<file path="src/rtl/dpram_pkg.sv">
package dpram_pkg;

    localparam int NUM_PORTS = 2;

    // Operation a port performs on a given edge
    typedef enum logic [1:0] {
        OP_IDLE  = 2'd0,
        OP_CLR   = 2'd1,
        OP_WRITE = 2'd2,
        OP_READ  = 2'd3
    } port_op_e;

    typedef struct packed {
        logic en;
        logic we;
        logic oclr;
    } port_ctl_t;

    // Clear has priority over write; disable has priority over both
    function automatic port_op_e decode_op(input port_ctl_t c);
        if (!c.en)      return OP_IDLE;
        else if (c.oclr) return OP_CLR;
        else if (c.we)   return OP_WRITE;
        else             return OP_READ;
    endfunction

endpackage

</file>
<file path="src/rtl/dpram_collide.sv">
module dpram_collide
    import dpram_pkg::*;
#(
    parameter int AW = 4
) (
    input  port_op_e       op   [NUM_PORTS],
    input  logic [AW-1:0]  addr [NUM_PORTS],
    output logic           hit  [NUM_PORTS],
    output logic           ww_hit
);
    logic same_loc;

    assign same_loc = (addr[0] == addr[1]);
    assign ww_hit   = same_loc && (op[0] == OP_WRITE) && (op[1] == OP_WRITE);

    for (genvar p = 0; p < NUM_PORTS; p++) begin : g_hit
        localparam int OTHER = NUM_PORTS - 1 - p;
        assign hit[p] = ww_hit ||
                        (same_loc && (op[p] == OP_READ) && (op[OTHER] == OP_WRITE));
    end
endmodule

</file>
<file path="src/rtl/dpram_store.sv">
module dpram_store
    import dpram_pkg::*;
#(
    parameter int DW = 8,
    parameter int AW = 4
) (
    input  logic           clk,
    input  port_op_e       op    [NUM_PORTS],
    input  logic [AW-1:0]  addr  [NUM_PORTS],
    input  logic [DW-1:0]  wdata [NUM_PORTS],
    input  logic           ww_hit,
    output logic [DW-1:0]  rq    [NUM_PORTS]
);
    localparam int DEPTH = 1 << AW;

    logic [DW-1:0] mem [DEPTH];

    always_ff @(posedge clk) begin
        for (int p = 0; p < NUM_PORTS; p++) begin
            if (op[p] == OP_WRITE)
                mem[addr[p]] <= ww_hit ? {DW{1'bx}} : wdata[p];
        end
    end

    // Array tap feeding the output registers only
    for (genvar p = 0; p < NUM_PORTS; p++) begin : g_tap
        assign rq[p] = mem[addr[p]];
    end
endmodule

</file>
<file path="src/rtl/dpram_outreg.sv">
module dpram_outreg
    import dpram_pkg::*;
#(
    parameter int DW = 8
) (
    input  logic          clk,
    input  logic          rst,
    input  port_op_e      op,
    input  logic          hit,
    input  logic [DW-1:0] wdata,
    input  logic [DW-1:0] rq,
    output logic [DW-1:0] dout,
    output logic          clash
);
    always_ff @(posedge clk) begin
        if (rst) begin
            dout  <= '0;
            clash <= 1'b0;
        end else begin
            unique case (op)
                OP_IDLE: clash <= 1'b0;
                OP_CLR: begin
                    dout  <= '0;
                    clash <= 1'b0;
                end
                OP_WRITE: begin
                    dout  <= wdata;
                    clash <= hit;
                end
                OP_READ: begin
                    dout  <= hit ? {DW{1'bx}} : rq;
                    clash <= hit;
                end
                default: clash <= 1'b0;
            endcase
        end
    end


    write_first_chk: assert property (@(posedge clk) disable iff (rst)
        (op == OP_WRITE) |=> (dout == $past(wdata)));


    clear_out_chk: assert property (@(posedge clk) disable iff (rst)
        (op == OP_CLR) |=> (dout == '0 && !clash));


    idle_hold_chk: assert property (@(posedge clk) disable iff (rst)
        (op == OP_IDLE) |=> ($stable(dout) && !clash));
endmodule

</file>
<file path="src/rtl/dpram_sync.sv">
module dpram_sync
    import dpram_pkg::*;
#(
    parameter int DW = 8,
    parameter int AW = 4
) (
    input  logic          clk,
    input  logic          rst,
    input  logic          a_en,
    input  logic          a_we,
    input  logic          a_oclr,
    input  logic [AW-1:0] a_addr,
    input  logic [DW-1:0] a_wdata,
    output logic [DW-1:0] a_rdata,
    output logic          a_clash,
    input  logic          b_en,
    input  logic          b_we,
    input  logic          b_oclr,
    input  logic [AW-1:0] b_addr,
    input  logic [DW-1:0] b_wdata,
    output logic [DW-1:0] b_rdata,
    output logic          b_clash
);
    port_op_e      op_v    [NUM_PORTS];
    logic [AW-1:0] addr_v  [NUM_PORTS];
    logic [DW-1:0] wd_v    [NUM_PORTS];
    logic [DW-1:0] rq_v    [NUM_PORTS];
    logic [DW-1:0] dout_v  [NUM_PORTS];
    logic          hit_v   [NUM_PORTS];
    logic          clash_v [NUM_PORTS];
    logic          ww_hit;

    assign op_v[0]   = decode_op('{en: a_en, we: a_we, oclr: a_oclr});
    assign op_v[1]   = decode_op('{en: b_en, we: b_we, oclr: b_oclr});
    assign addr_v[0] = a_addr;
    assign addr_v[1] = b_addr;
    assign wd_v[0]   = a_wdata;
    assign wd_v[1]   = b_wdata;

    dpram_collide #(.AW(AW)) u_collide (
        .op     (op_v),
        .addr   (addr_v),
        .hit    (hit_v),
        .ww_hit (ww_hit)
    );

    dpram_store #(.DW(DW), .AW(AW)) u_store (
        .clk    (clk),
        .op     (op_v),
        .addr   (addr_v),
        .wdata  (wd_v),
        .ww_hit (ww_hit),
        .rq     (rq_v)
    );

    for (genvar p = 0; p < NUM_PORTS; p++) begin : g_port
        dpram_outreg #(.DW(DW)) u_outreg (
            .clk   (clk),
            .rst   (rst),
            .op    (op_v[p]),
            .hit   (hit_v[p]),
            .wdata (wd_v[p]),
            .rq    (rq_v[p]),
            .dout  (dout_v[p]),
            .clash (clash_v[p])
        );
    end

    assign a_rdata = dout_v[0];
    assign b_rdata = dout_v[1];
    assign a_clash = clash_v[0];
    assign b_clash = clash_v[1];


    a_read_clash_chk: assert property (@(posedge clk) disable iff (rst)
        (a_en && !a_we && !a_oclr && b_en && b_we && !b_oclr && a_addr == b_addr)
        |=> a_clash);


    b_read_clash_chk: assert property (@(posedge clk) disable iff (rst)
        (b_en && !b_we && !b_oclr && a_en && a_we && !a_oclr && a_addr == b_addr)
        |=> b_clash);


    dual_write_clash_chk: assert property (@(posedge clk) disable iff (rst)
        (a_en && a_we && !a_oclr && b_en && b_we && !b_oclr && a_addr == b_addr)
        |=> (a_clash && b_clash));


    no_shared_loc_clash_chk: assert property (@(posedge clk) disable iff (rst)
        (a_addr != b_addr) |=> (!a_clash && !b_clash));


    reset_state_chk: assert property (@(posedge clk) disable iff (1'b0)
        rst |=> (a_rdata == '0 && b_rdata == '0 && !a_clash && !b_clash));
endmodule

</file>
<file path="config.mk">
export PLATFORM = sky130hd
export DESIGN_NAME = dpram_sync
export DESIGN_NICKNAME = d
export VERILOG_FILES = /design/src/rtl/dpram_pkg.sv /design/src/rtl/dpram_collide.sv /design/src/rtl/dpram_store.sv /design/src/rtl/dpram_outreg.sv /design/src/rtl/dpram_sync.sv
export SDC_FILE = /design/constraint.sdc
export NUM_CORES = 1
export LEC_CHECK = 0
export ABC_AREA = 1
export BUFFER_PORTS_ARGS = -buffer_cell sky130_fd_sc_hd__buf_2
export CORE_ASPECT_RATIO = 0.75
export CORE_MARGIN = 3
export CORE_UTILIZATION = 55
export CTS_CLUSTER_DIAMETER = 150
export DETAILED_ROUTE_END_ITERATION = 10
export PLACE_DENSITY = 0.72
export SETUP_SLACK_MARGIN = 0.5
export SLEW_MARGIN = 20
export SYNTH_ARGS = -nofsm -noshare
export SYNTH_HDL_FRONTEND = slang
export SYNTH_SLANG_ARGS = --single-unit
</file>
<file path="constraint.sdc">
create_clock -name clk -period 5.48 [get_ports clk]
set_clock_uncertainty 0.2 [all_clocks]
set_input_delay 1.096 -clock clk [delete_from_list [all_inputs] [get_ports clk]]
set_output_delay 1.096 -clock clk [all_outputs]
set_load 0.01 [all_outputs]
</file>
==> impl_metrics.yaml <==
outcome:
  status: "completed"
cts:
  post_cts_resized: 0
  clk_pin_slew_worst_paths_ns: 0.06
  cts_hold_buffers: 0
  cts_sinks: 146
  postCtsSetupBuffers: 0
  cts_root_buffer: "clkbuf_16"
  clock_latency_ns: 0.44
  htreeDepth: 4
  cts_tree: "yes"
  cts_inserted_buffers: 17
  clockBufferDepth: 2
place:
  place_area_sq_um: 9148
  globalplace.congestion: 0.9664
  place_hpwl_um: 19490
  portBuffers: 49
worst_setup_path:
  cp_data_required_time_ns: 5.34
  cp_max_fo: 31
  startpoint_type: "input pin"
  end_kind: "flop"
  cp_slowest_cell: "o21ai_0"
  crit_cells: 5
  crit_family: "compound AO/OA/AOI/OAI gates"
  ff2ff_path_depth: 6
  worst-path-buf-inv: 2
  cpPeakStageDelay_ns: 0.87
  crit_type: "in -> reg"
  crit_arrival_ns: 3.46
  crit_chain: "buf_2 > inv_1 > nor2_1 > nand2_1 > o21ai_0"
timing:
  relSlewSlack_pct: 27.92
  fmax_ghz: 0.2772
  rsz0062_at_grt: "no"
  setup_tns_ns: 0
  hold_viol_final: 0
  period_share_pct: 65.82
  drv_slew: 0
  setup_viol_count_final: 0
  period_minus_slack_ns: 3.607
  worst_pin_slew_ns: 1.070
logic_synthesis:
  synth_seq_area_share_pct: 47.13
  yosysTopAreaCell: "edfxtp_1"
  syn_area_sq_um: 8920
  yosys-top-cells-area: "edfxtp_1 43%, nand2_1 26%, o21ai_0 14%"
  synthCells: 1270
  synth_warnings: 0
  syn_avg_cell_area_sq_um: 7.023
  synth_top_area_share_pct: 43.09
  synthesis.nets: 1302
  synthDistinctLibCells: 24
  synth_seq_cells: 146
routing:
  drc: 0
  postRouteAntennaNets: 0
  drtPass1Iterations: 6
  viasPerCell: 5.899
  num_vias: 8748
  wirelength_um: 30140
  drt_iter0_markers: 1170
  wl_per_cell_um: 20.32
power:
  cellLeakagePower_nw: 4.555
  p_per_area_nw_per_um2: 278.4
  totalPowerFinal_mw: 2.701
  ir_drop_v: 0.0002039
global_route:
  grt_pass1_vias: 8057
  grt_util_all_layers_pct: 34.72
  antenna_found_initial: 0
  grt.overflow.total: 0
  grt_pass1_wl_um: 46380
  grt_max_degree: 76
final_layout:
  finish.utilization_pct: 62.32
  nets: 1297
  mostFrequentLayoutCells: "610 x nand2_1, 233 x o21ai_0, 128 x edfxtp_1"
  n_fill_cell: 1470
  drive_above_1_share_pct: 7.355
  n_antenna_cell: 0
  register_area_sq_um: 4204
  areaGrowthSynthToFinish_pct: 8.753
  multi_input_area_sq_um: 4048
  finish.instance_area_sq_um: 9701
  final_common_cell: "nand2_1"
floorplanning:
  core_sq_um: 15570
  rows: 39
  die_area_sq_um: 17800
  die_x_um: 153.1
  die_y_um: 116.3
  pin_count: 50
  initial_core_util_pct: 57.30
job:
  drv_cap: 0
worst_hold_path:
  hold_path.class: "reg -> reg"
  min_path_cells: 2
[metal layers]
layer	wire [um]	track usage, %	vias to the layer above
met4	905	12.70	0
met2	13270	54.31	577
met1	11960	47.48	3988
li1	-	-	4100
met5	0	0	-
met3	4004	8.852	83
[kinds of logic after synthesis]
| kind of cell | synth area share [%] |
|---|---|
| AO/OA/AOI/OAI | 15.51 |
| XOR/XNOR | 0.3927 |
| buffers and inverters | 7.491 |
| flip-flops | 47.13 |
| AND/OR/NAND/NOR | 29.47 |
[layout make-up]
class	count	share of cell area, %
clock inverters	12	1.200
repair buffers	60	3.379
clock buffers	20	4.501
flip-flops and latches	146	43.34
inverters	83	3.212
well taps	205	2.644
multi-input cells	957	41.73
[worst register-to-register path, cell delays in order (launching register included)]
cell	delay [ns]
edfxtp_1	0.45
nand2_1	0.10
a21oi_1	0.07
o21ai_0	0.17
nand2_1	0.10
o21ai_0	0.35
a21oi_1	0.11
[state kept, by name, summed over array words and instances, names as in the netlist]
name	flops
g_port.u_outreg.clash	2
g_port.u_outreg.dout	16
u_store.mem	128
[stage by stage]
stage,setup WS [ns],hold slack [ns],instances
floorplan,2.555,0.2913,1270
detailed placement,1.407,0.2605,1451
CTS,1.844,0.2723,1483
global route,1.589,0.3043,1483
global placement,1.450,0.2591,1451
finish,1.873,0.2676,1483
[cells in the mapped netlist (all sizes together)]
master	instances
nor4	2
nand4	3
nand2	611
inv	83
o21ai	243
nor2	36
dfxtp	18
nand3	25
xnor2	4
a22o	2
a21oi	30
buf	33
edfxtp	128
clkbuf	51
nor3	1
[worst paths after layout]
check                        startpoint                          to  slack (ns)
min reg2reg  g_port[1].u_outreg.dout[6]  g_port[1].u_outreg.dout[6]        0.27
min          g_port[1].u_outreg.dout[6]  g_port[1].u_outreg.dout[6]        0.27
max reg2reg           u_store.mem[4][3]  g_port[0].u_outreg.dout[3]        3.80
max                           a_addr[1]          u_store.mem[10][1]        1.87
[power by group]
group	internal [mW]	total (mW)	switching [mW]
clock	0.662	1.14	0.476
combinational	0.0847	0.325	0.240
sequential	1.23	1.24	0.00956
total	1.97	2.70	0.726
Power figures use the tool's default switching activity.
